--- src/rtl/dpu_pkg.sv ---
`timescale 1ns/1ps
package dpu_pkg;

  typedef enum logic [3:0] {
    OP_AND = 4'h0, OP_EOR = 4'h1, OP_SUB = 4'h2, OP_RSB = 4'h3,
    OP_ADD = 4'h4, OP_ADC = 4'h5, OP_SBC = 4'h6, OP_RSC = 4'h7,
    OP_TST = 4'h8, OP_TEQ = 4'h9, OP_CMP = 4'hA, OP_CMN = 4'hB,
    OP_ORR = 4'hC, OP_MOV = 4'hD, OP_BIC = 4'hE, OP_MVN = 4'hF
  } dp_op_e;

  localparam int FLG_N = 3;
  localparam int FLG_Z = 2;
  localparam int FLG_C = 1;
  localparam int FLG_V = 0;

  // Opcodes whose carry comes from the shifter and whose V is kept
  function automatic logic f_is_logic(input logic [3:0] op);
    case (op)
      OP_AND, OP_EOR, OP_TST, OP_TEQ,
      OP_ORR, OP_MOV, OP_BIC, OP_MVN: f_is_logic = 1'b1;
      default:                        f_is_logic = 1'b0;
    endcase
  endfunction

  // Test/compare forms write flags only
  function automatic logic f_writes_dest(input logic [3:0] op);
    f_writes_dest = (op[3:2] != 2'b10);
  endfunction

  function automatic logic f_cond_pass(input logic [3:0] cc, input logic [3:0] nzcv);
    logic n, z, c, v;
    n = nzcv[FLG_N];
    z = nzcv[FLG_Z];
    c = nzcv[FLG_C];
    v = nzcv[FLG_V];
    case (cc)
      4'h0:    f_cond_pass = z;
      4'h1:    f_cond_pass = !z;
      4'h2:    f_cond_pass = c;
      4'h3:    f_cond_pass = !c;
      4'h4:    f_cond_pass = n;
      4'h5:    f_cond_pass = !n;
      4'h6:    f_cond_pass = v;
      4'h7:    f_cond_pass = !v;
      4'h8:    f_cond_pass = c & !z;
      4'h9:    f_cond_pass = !c | z;
      4'hA:    f_cond_pass = (n == v);
      4'hB:    f_cond_pass = (n != v);
      4'hC:    f_cond_pass = !z & (n == v);
      4'hD:    f_cond_pass = z | (n != v);
      4'hE:    f_cond_pass = 1'b1;
      default: f_cond_pass = 1'b0;
    endcase
  endfunction

endpackage

--- src/rtl/dpu_cond_eval.sv ---
`timescale 1ns/1ps
module dpu_cond_eval
  import dpu_pkg::*;
(
  input  logic [3:0] cond_field,
  input  logic [3:0] flags_in,
  output logic       cond_ok
);

  assign cond_ok = f_cond_pass(cond_field, flags_in);

  always_comb begin
    AST_COND_ALWAYS: assert (!(cond_field == 4'hE) || cond_ok)
      else $error("always code did not pass");
    AST_COND_NEVER: assert (!(cond_field == 4'hF) || !cond_ok)
      else $error("never code passed");
    AST_COND_EQ: assert (!(cond_field == 4'h0) || (cond_ok == flags_in[FLG_Z]))
      else $error("equal code disagrees with Z");
  end

endmodule

--- src/rtl/dpu_adder.sv ---
`timescale 1ns/1ps
module dpu_adder
  import dpu_pkg::*;
#(
  parameter int DW = 32
) (
  input  logic [3:0]    op,
  input  logic [DW-1:0] a,
  input  logic [DW-1:0] b,
  input  logic          cin,
  output logic [DW-1:0] sum,
  output logic          cout,
  output logic          ovf
);

  localparam int MSB = DW - 1;

  logic [DW-1:0] x, y;
  logic          ci;
  logic [DW:0]   wide;

  // One adder serves every arithmetic form: subtraction adds the
  // inverted subtrahend, reverse forms swap the operands first.
  always_comb begin
    x  = a;
    y  = b;
    ci = 1'b0;
    case (op)
      OP_ADC:         ci = cin;
      OP_SUB, OP_CMP: begin y = ~b; ci = 1'b1; end
      OP_SBC:         begin y = ~b; ci = cin;  end
      OP_RSB:         begin x = b;  y = ~a; ci = 1'b1; end
      OP_RSC:         begin x = b;  y = ~a; ci = cin;  end
      default:        ;
    endcase
  end

  assign wide = {1'b0, x} + {1'b0, y} + {{DW{1'b0}}, ci};
  assign sum  = wide[DW-1:0];
  assign cout = wide[DW];
  assign ovf  = (x[MSB] == y[MSB]) && (sum[MSB] != x[MSB]);

  always_comb begin
    AST_SUB_EQUAL: assert (!((op == OP_SUB || op == OP_CMP) && a == b) || (cout && sum == '0))
      else $error("equal subtract must give zero with no borrow");
    AST_ADD_NOWRAP: assert (!(op == OP_ADD && !cout) || (sum >= a))
      else $error("add without carry went below first operand");
    AST_ADD_OVF_SIGN: assert (!(op == OP_ADD && ovf) || (a[MSB] == b[MSB]))
      else $error("add overflow with differing operand signs");
  end

endmodule

--- src/rtl/dpu_logic.sv ---
`timescale 1ns/1ps
module dpu_logic
  import dpu_pkg::*;
#(
  parameter int DW = 32
) (
  input  logic [3:0]    op,
  input  logic [DW-1:0] a,
  input  logic [DW-1:0] b,
  output logic [DW-1:0] out
);

  always_comb begin
    case (op)
      OP_AND, OP_TST: out = a & b;
      OP_EOR, OP_TEQ: out = a ^ b;
      OP_ORR:         out = a | b;
      OP_MOV:         out = b;
      OP_BIC:         out = a & ~b;
      OP_MVN:         out = ~b;
      default:        out = '0;
    endcase
  end

  always_comb begin
    AST_MOVE_NOT: assert (!(op == OP_MVN) || ((out ^ b) == '1))
      else $error("inverted move is not the complement");
  end

endmodule

--- src/rtl/dpu_alu.sv ---
`timescale 1ns/1ps
module dpu_alu
  import dpu_pkg::*;
#(
  parameter int DW = 32
) (
  input  logic [3:0]    op_code,
  input  logic          set_flags,
  input  logic [3:0]    cond_field,
  input  logic [DW-1:0] src_a,
  input  logic [DW-1:0] src_b,
  input  logic          sh_carry,
  input  logic [3:0]    flags_in,
  output logic [DW-1:0] result,
  output logic          dest_we,
  output logic [3:0]    flags_out
);

  localparam int MSB = DW - 1;

  logic [DW-1:0] add_res, log_res;
  logic          add_c, add_v;
  logic          cond_ok;
  logic          is_arith;
  logic          flag_upd;

  dpu_cond_eval u_cond (
    .cond_field (cond_field),
    .flags_in   (flags_in),
    .cond_ok    (cond_ok)
  );

  dpu_adder #(.DW(DW)) u_add (
    .op   (op_code),
    .a    (src_a),
    .b    (src_b),
    .cin  (flags_in[FLG_C]),
    .sum  (add_res),
    .cout (add_c),
    .ovf  (add_v)
  );

  dpu_logic #(.DW(DW)) u_log (
    .op  (op_code),
    .a   (src_a),
    .b   (src_b),
    .out (log_res)
  );

  assign is_arith = !f_is_logic(op_code);
  assign result   = is_arith ? add_res : log_res;
  assign dest_we  = cond_ok && f_writes_dest(op_code);
  assign flag_upd = cond_ok && set_flags;

  always_comb begin
    flags_out = flags_in;
    if (flag_upd) begin
      flags_out[FLG_N] = result[MSB];
      flags_out[FLG_Z] = (result == '0);
      flags_out[FLG_C] = is_arith ? add_c : sh_carry;
      flags_out[FLG_V] = is_arith ? add_v : flags_in[FLG_V];
    end
  end

  always_comb begin
    AST_CMP_NO_WRITE: assert (!(op_code[3:2] == 2'b10) || !dest_we)
      else $error("compare form wrote destination");
    AST_FLAGS_HELD: assert (set_flags || (flags_out == flags_in))
      else $error("flags moved with set_flags low");
    AST_ZERO_FLAG: assert (!(flag_upd && result == '0) || flags_out[FLG_Z])
      else $error("zero result without Z");
    AST_LOGIC_KEEPS_V: assert (is_arith || (flags_out[FLG_V] == flags_in[FLG_V]))
      else $error("logical opcode changed V");
    AST_FAIL_QUIET: assert (cond_ok || (!dest_we && flags_out == flags_in))
      else $error("failed condition committed state");
  end

endmodule

--- config.mk ---
export PLATFORM = sky130hd
export DESIGN_NAME = dpu_alu
export DESIGN_NICKNAME = d
export VERILOG_FILES = /design/src/rtl/dpu_pkg.sv /design/src/rtl/dpu_cond_eval.sv /design/src/rtl/dpu_adder.sv /design/src/rtl/dpu_logic.sv /design/src/rtl/dpu_alu.sv
export SDC_FILE = /design/constraint.sdc
export NUM_CORES = 1
export LEC_CHECK = 0
export ABC_AREA = 0
export BUFFER_PORTS_ARGS = -buffer_cell sky130_fd_sc_hd__buf_2
export CORE_MARGIN = 8
export CORE_UTILIZATION = 53
export DETAILED_ROUTE_END_ITERATION = 10
export PLACE_DENSITY = 0.81
export SYNTH_ARGS = -nofsm -noshare
export SYNTH_HDL_FRONTEND = slang
export SYNTH_SLANG_ARGS = --single-unit
--- constraint.sdc ---
create_clock -name vclk -period 5.9
set_input_delay 0.59 -clock vclk [all_inputs]
set_output_delay 0.59 -clock vclk [all_outputs]
set_load 0.05 [all_outputs]
---- Yosys cells after proc, flatten, opt, wreduce, memory -nomap -nowiden ----
Memory sizes are Yosys's and may differ from the RTL's.
Index checks and enable logic that the tools add are counted.
word-level totals
  flip-flop bits (word level) ............. 0
  latch bits .............................. 0
  RAM bits ................................ 0
  bits in read-only memories .............. 16
  input bits .............................. 78
  word-level logic and storage cells ...... 70
  memories kept ........................... 1
memory list
  name              depth  width  rd ports  clocked after Yosys merged registers in  wr ports  RTL line       text
  (name not given)  16     1      1         0                                        0         dpu_pkg.sv:18  case (op)
operators by class
  add/subtract/negate cells ............... 2
  $mul .................................... 0
  div/mod/pow operators ................... 0
  $lt $le $gt $ge ......................... 0
  equality and inequality tests ........... 32
  shift operators ......................... 0
  multiplexer cells ....................... 9
  bitwise logic cells ..................... 10
  reduce and logical (&&, ||, !) cells .... 16
operators with widths
  operator              number
  $pmux W32 S6          1
  $and A32 B32 Y32      2
  $mux W32              2
  $not A32 Y32          2
  $pmux W32 S2          1
  $eq A4 B4 Y1 const B  14
  $add A32 B32 Y33      1
  $add A33 B1 Y33       1
  $logic_not A32 Y1     1
  $or A32 B32 Y32       1
  $xor A32 B32 Y32      1
  $eq A4 B3 Y1 const B  7
  $eq A4 B2 Y1 const B  4
  $pmux W1 S15          1
  $reduce_or A3 Y1      3
  $eq A4 B1 Y1 const B  2
  $logic_not A4 Y1      2
  $reduce_or A2 Y1      3
  $logic_not A1 Y1      4
  $mux W4               1
  $logic_and A1 B1 Y1   3
  $and A1 B1 Y1         2
  $eq A1 B1 Y1          2
  $mux W1               2
  other kinds (4)       6

---- Depth between registers and ports, before layout ----
  depth after elaboration ................. 9
  depth in mapped cells ................... 23
  gate-level depth less buffers ........... 18

---- Hierarchy ----
A second synthesis with hierarchy kept.
unflattened totals
  cells, all modules ...................... 808
  area total of the unflattened synthesis .. 6154.7 um2
by module, submodules not included
  module         instances  cells an instance  area an instance (um2)  sequential area each (um2)
  dpu_adder      1          412                2816.5                  0.0
  dpu_logic      1          294                2519.9                  0.0
  dpu_alu        1          74                 624.3                   0.0
  dpu_cond_eval  1          28                 193.9                   0.0

---- Least setup slack after synthesis ----
No wires, ideal clock.
  kind .................................... input to output
  start ................................... in op_code[0]
  end ..................................... out flags_out[2]
  arrival ................................. 6.169 ns
  data required time ...................... 5.310 ns
  setup slack ............................. -0.859 ns
  cell stages on the path ................. 22
  cell sequence ........................... buf_2 > buf_2 > buf_1 > buf_1 > buf_1 > o31ai_1 > clkbuf_1 > nor2_1 > a211oi_1 > fa_1 > inv_1 > fa_1 > a21o_1 > a21oi_1 > xor2_1 > a32oi_1 > or4_1 > or4_1 > or4_1 > nor4_1 > nand4b_1 > nand2_1
on the way
  longest elaborated chain between the ends .. 8
  elaborated cells between the ends (all ways) .. 30
  classes of those cells .................. 2 x add/sub; 13 x eq/ne; 6 x mux; 8 x reduce/logical; 1 x memory
RTL lines
  what                                                                   RTL line         text
  from (decl)                                                            dpu_alu.sv:7     input logic [3:0] op_code,
  $eq A4 B2 Y1 (tied with other cells)                                   dpu_adder.sv:28  case (op)
  $reduce_or A3 Y1 (no source line) or $reduce_or A2 Y1 (tied branches)  --
  $pmux W32 S2 or $mux W32 (tied branches)                               dpu_adder.sv:28
  $add A32 B32 Y33                                                       dpu_adder.sv:38  assign wide = {1'b0, x} + {1'b0, y} + {{DW{1'b0}}, ci};
  $add A33 B1 Y33                                                        dpu_adder.sv:38
  $mux W32 (*)                                                           dpu_alu.sv:51    assign result = is_arith ? add_res : log_res;
  net result[4]                                                          dpu_alu.sv:14    output logic [DW-1:0] result,
  $logic_not A32 Y1 (*)                                                  dpu_alu.sv:59    flags_out[FLG_Z] = (result == '0);
  $mux W4 (*)                                                            dpu_alu.sv:57    if (flag_upd) begin
  to (decl)                                                              dpu_alu.sv:16    output logic [3:0] flags_out
Mark *: on every way through the listed nets, which the timed path passes. The rest lies on a longest branch.

---- Worst setup path in the final report ----
  start ................................... in op_code[3]
  end ..................................... out flags_out[2]
on the way
  longest elaborated chain between the ends .. 8
  elaborated cells between the ends (all ways) .. 30
  classes of those cells .................. 2 x add/sub; 13 x eq/ne; 6 x mux; 8 x reduce/logical; 1 x memory
RTL lines
  what                                                                   RTL line
  $eq A4 B2 Y1 (tied with other cells)                                   dpu_adder.sv:28
  $reduce_or A3 Y1 (no source line) or $reduce_or A2 Y1 (tied branches)  --
  $pmux W32 S2 or $mux W32 (tied branches)                               dpu_adder.sv:28
  $add A32 B32 Y33                                                       dpu_adder.sv:38
  $add A33 B1 Y33                                                        dpu_adder.sv:38
  $mux W32 (*)                                                           dpu_alu.sv:51
  $logic_not A32 Y1 (*)                                                  dpu_alu.sv:59
  $mux W4 (*)                                                            dpu_alu.sv:57
Mark *: on every way between the ends. The rest lies on a longest branch, timed or not.

==> results_dict.tcl <==
set metrics [dict create \
    grt_first_pass_wirelength_um 34200 \
    cp-end-kind "output port" \
    worstPathArrival_ps 5130 \
    syn2layout_area_growth_pct 16.5 \
    grt_pass1_vias 7028 \
    fin_crit_ps 5720 \
    initial_core_util_pct 54.3 \
    synth.net_count 1070 \
    antenna_found_initial 1 \
    drive_gt1_share_pct 18.7 \
    ys_types 73 \
    utilization_pct 63.2 \
    fillers 991 \
    stdcell_area_um2 6460 \
    seq_cells 0 \
    die_area_um2 14000 \
    tightest_slew_ps 844 \
    drt_pass1_iterations 5 \
    gp_congestion 1.02 \
    setup_violations 0 \
    post_drt_wl_per_cell_um 18.3 \
    cp_num_buf_inv 3 \
    max_cap_viol_count 0 \
    regArea_um2 0 \
    num_vias 7404 \
    dp_slack_ps -137 \
    rows 37 \
    p_sw_mw 0.709 \
    gr-total-overflow 0 \
    seqPwrFrac_pct 0 \
    die_w_um 118 \
    status "completed" \
    antenna_left 0 \
    fmax_ghz 0.175 \
    p_leak_nw 3.04 \
    core-area_um2 10200 \
    yosysWarnings 0 \
    pin_count 115 \
    setup_slack_ps 185 \
    max_slew_margin_pct 42.6 \
    critPathSlowestCell "or4_4" \
    finalHoldViolCount 0 \
    dpl_cell_area_um2 6410 \
    mostFrequentLayoutCell "o21ai_0" \
    ir_drop_uv 148 \
    synthCells 927 \
    holdBufCountCts 0 \
    routed_wl_um 21100 \
    critPathLaunchType "primary input" \
    pwr-share-comb_pct 100.0 \
    cpLargestDelayFamily "simple AND/OR/NAND/NOR gates" \
    viasPerCell 6.42 \
    synthesis.area_um2 5550 \
    nets 1162 \
    cp_cell_sequence "buf_2 -> and2_1 -> o31ai_4 -> nor2_1 -> a211oi_2 -> fa_2 -> inv_1 -> fa_2 -> a21o_1 -> a21oi_1 -> xor2_1 -> a32oi_4 -> or4_4 -> or4_1 -> or4_4 -> nor4_4 -> nand4b_1 -> nand2_4 -> buf_6" \
    intPower_mw 0.355 \
    die_y_um 118 \
    drt_iter0_drc 776 \
    io_buffers 115 \
    clkbuf_count 0 \
    syn_area_per_cell_um2 5.99 \
    layout_common_cells "o21ai_0 (135), nand2_1 (125), buf_2 (114), inv_1 (71), a21oi_1 (67)" \
    yosysSeqAreaShare_pct 0 \
    drc 0 \
    p_clk_share_pct 0 \
    hold_path_class "primary input to output port" \
    timing.final.crit_share_pct 96.9 \
    rsz0062_at_grt "no" \
    path_max_fanout 3 \
    finalHoldWorstSlack_ps 1600 \
    place.detailed.hpwl_um 16300 \
    crit_type "primary input to output port" \
    p_total_mw 1.06 \
    swShare_pct 66.6 \
    cp.required_ps 5310 \
    gr-usage-all-layers_pct 28.5 \
    powerDensity_nw_per_um2 165 \
    slowest_delay_ps 570 \
    drv_slew 0 \
    grt_max_degree 49 \
]
==> final timing paths <==
path                    start      endpoint  slack, ps  cells after the start
setup / recovery   op_code[3]  flags_out[2]        180                     19
hold / removal    flags_in[2]  flags_out[2]       1600                      4
==> stage by stage <==
step	setup TNS (ps)	instances
floorplan	0	927
global placement	-39.7	1151
detailed placement	-137	1151
CTS	0	1151
global route	0	1154
finish	0	1154
==> synthesized netlist by cell type (all sizes together), types with 4 or more instances <==
| library cell | number | area [µm²] |
|---|---|---|
| o221ai | 9 | 78.8 |
| o211ai | 8 | 65.1 |
| nor2 | 63 | 239 |
| nor3 | 26 | 130 |
| mux2 | 4 | 45.0 |
| and3 | 6 | 37.5 |
| a221oi | 5 | 43.8 |
| o21a | 6 | 45.0 |
| clkbuf | 41 | 154 |
| mux2i | 16 | 164 |
| nand2 | 126 | 473 |
| a21oi | 67 | 335 |
| nand4b | 4 | 35.0 |
| buf | 28 | 138 |
| o32ai | 4 | 35.0 |
| or3 | 5 | 31.3 |
| ha | 63 | 788 |
| nor2b | 9 | 56.3 |
| a21o | 15 | 113 |
| or4 | 7 | 52.6 |
| xor2 | 15 | 131 |
| nand4 | 14 | 87.6 |
| nor4 | 7 | 43.8 |
| a22oi | 5 | 37.5 |
| a32oi | 6 | 52.6 |
| a211o | 5 | 43.8 |
| o22ai | 21 | 131 |
| nand3b | 5 | 37.5 |
| xnor2 | 18 | 158 |
| nand3 | 29 | 145 |
| o31ai | 11 | 82.6 |
| a31oi | 6 | 37.5 |
| a211oi | 14 | 105 |
| o21ai | 138 | 694 |
| nand2b | 6 | 37.5 |
| inv | 73 | 274 |
==> cell families after synthesis <==
family,count (synthesis),share of synthesized area [%]
AO/OA/AOI/OAI,347,38.9
AND/OR/NAND/NOR,319,27.0
buffers and inverters,143,10.3
adder cells (fa/ha/maj),65,14.9
XOR/XNOR,33,5.21
multiplexers,20,3.76
==> cell type report <==
type | count | area [µm²] | share of cell area, %
well taps | 136 | 170 | 2.63
diodes | 1 | 2.50 | 0.0387
inverters | 74 | 279 | 4.32
multi-input cells | 784 | 5100 | 78.8
repair buffers | 159 | 916 | 14.2
==> what timing repair did <==
item                       CTS  global route
setup endpoints to repair    1             1
gates resized for setup      1             9
gates cloned                 0             0
buffers inserted             0             2
pin swaps                    0             5
==> per-layer routing <==
| metal | vias to the layer above | global-route usage [%] | wire length, µm |
|---|---|---|---|
| li1 | 3573 | - | - |
| met1 | 3318 | 34.3 | 8330 |
| met2 | 418 | 47.4 | 9620 |
| met3 | 95 | 3.90 | 1960 |
| met4 | 0 | 17.3 | 1190 |
| met5 | - | 0 | 0 |
==> power groups by stage <==
stage / Clock [mW] / Combinational, mW / Sequential (mW)
after global routing: 0.0000000227 / 1.15 / 0
after floorplan: 0 / 0.757 / 0
final: 0.0000000227 / 1.06 / 0
after CTS: 0 / 1.04 / 0
after detailed placement: 0 / 1.04 / 0
after global placement: 0 / 1.03 / 0
==> worst min-delay path: cells and delay by family <==
family / cells / cell delay [ps]
buf+inv: 2 / 250
simple gates: 2 / 170
No activity file was read; power rests on OpenSTA's default activity.
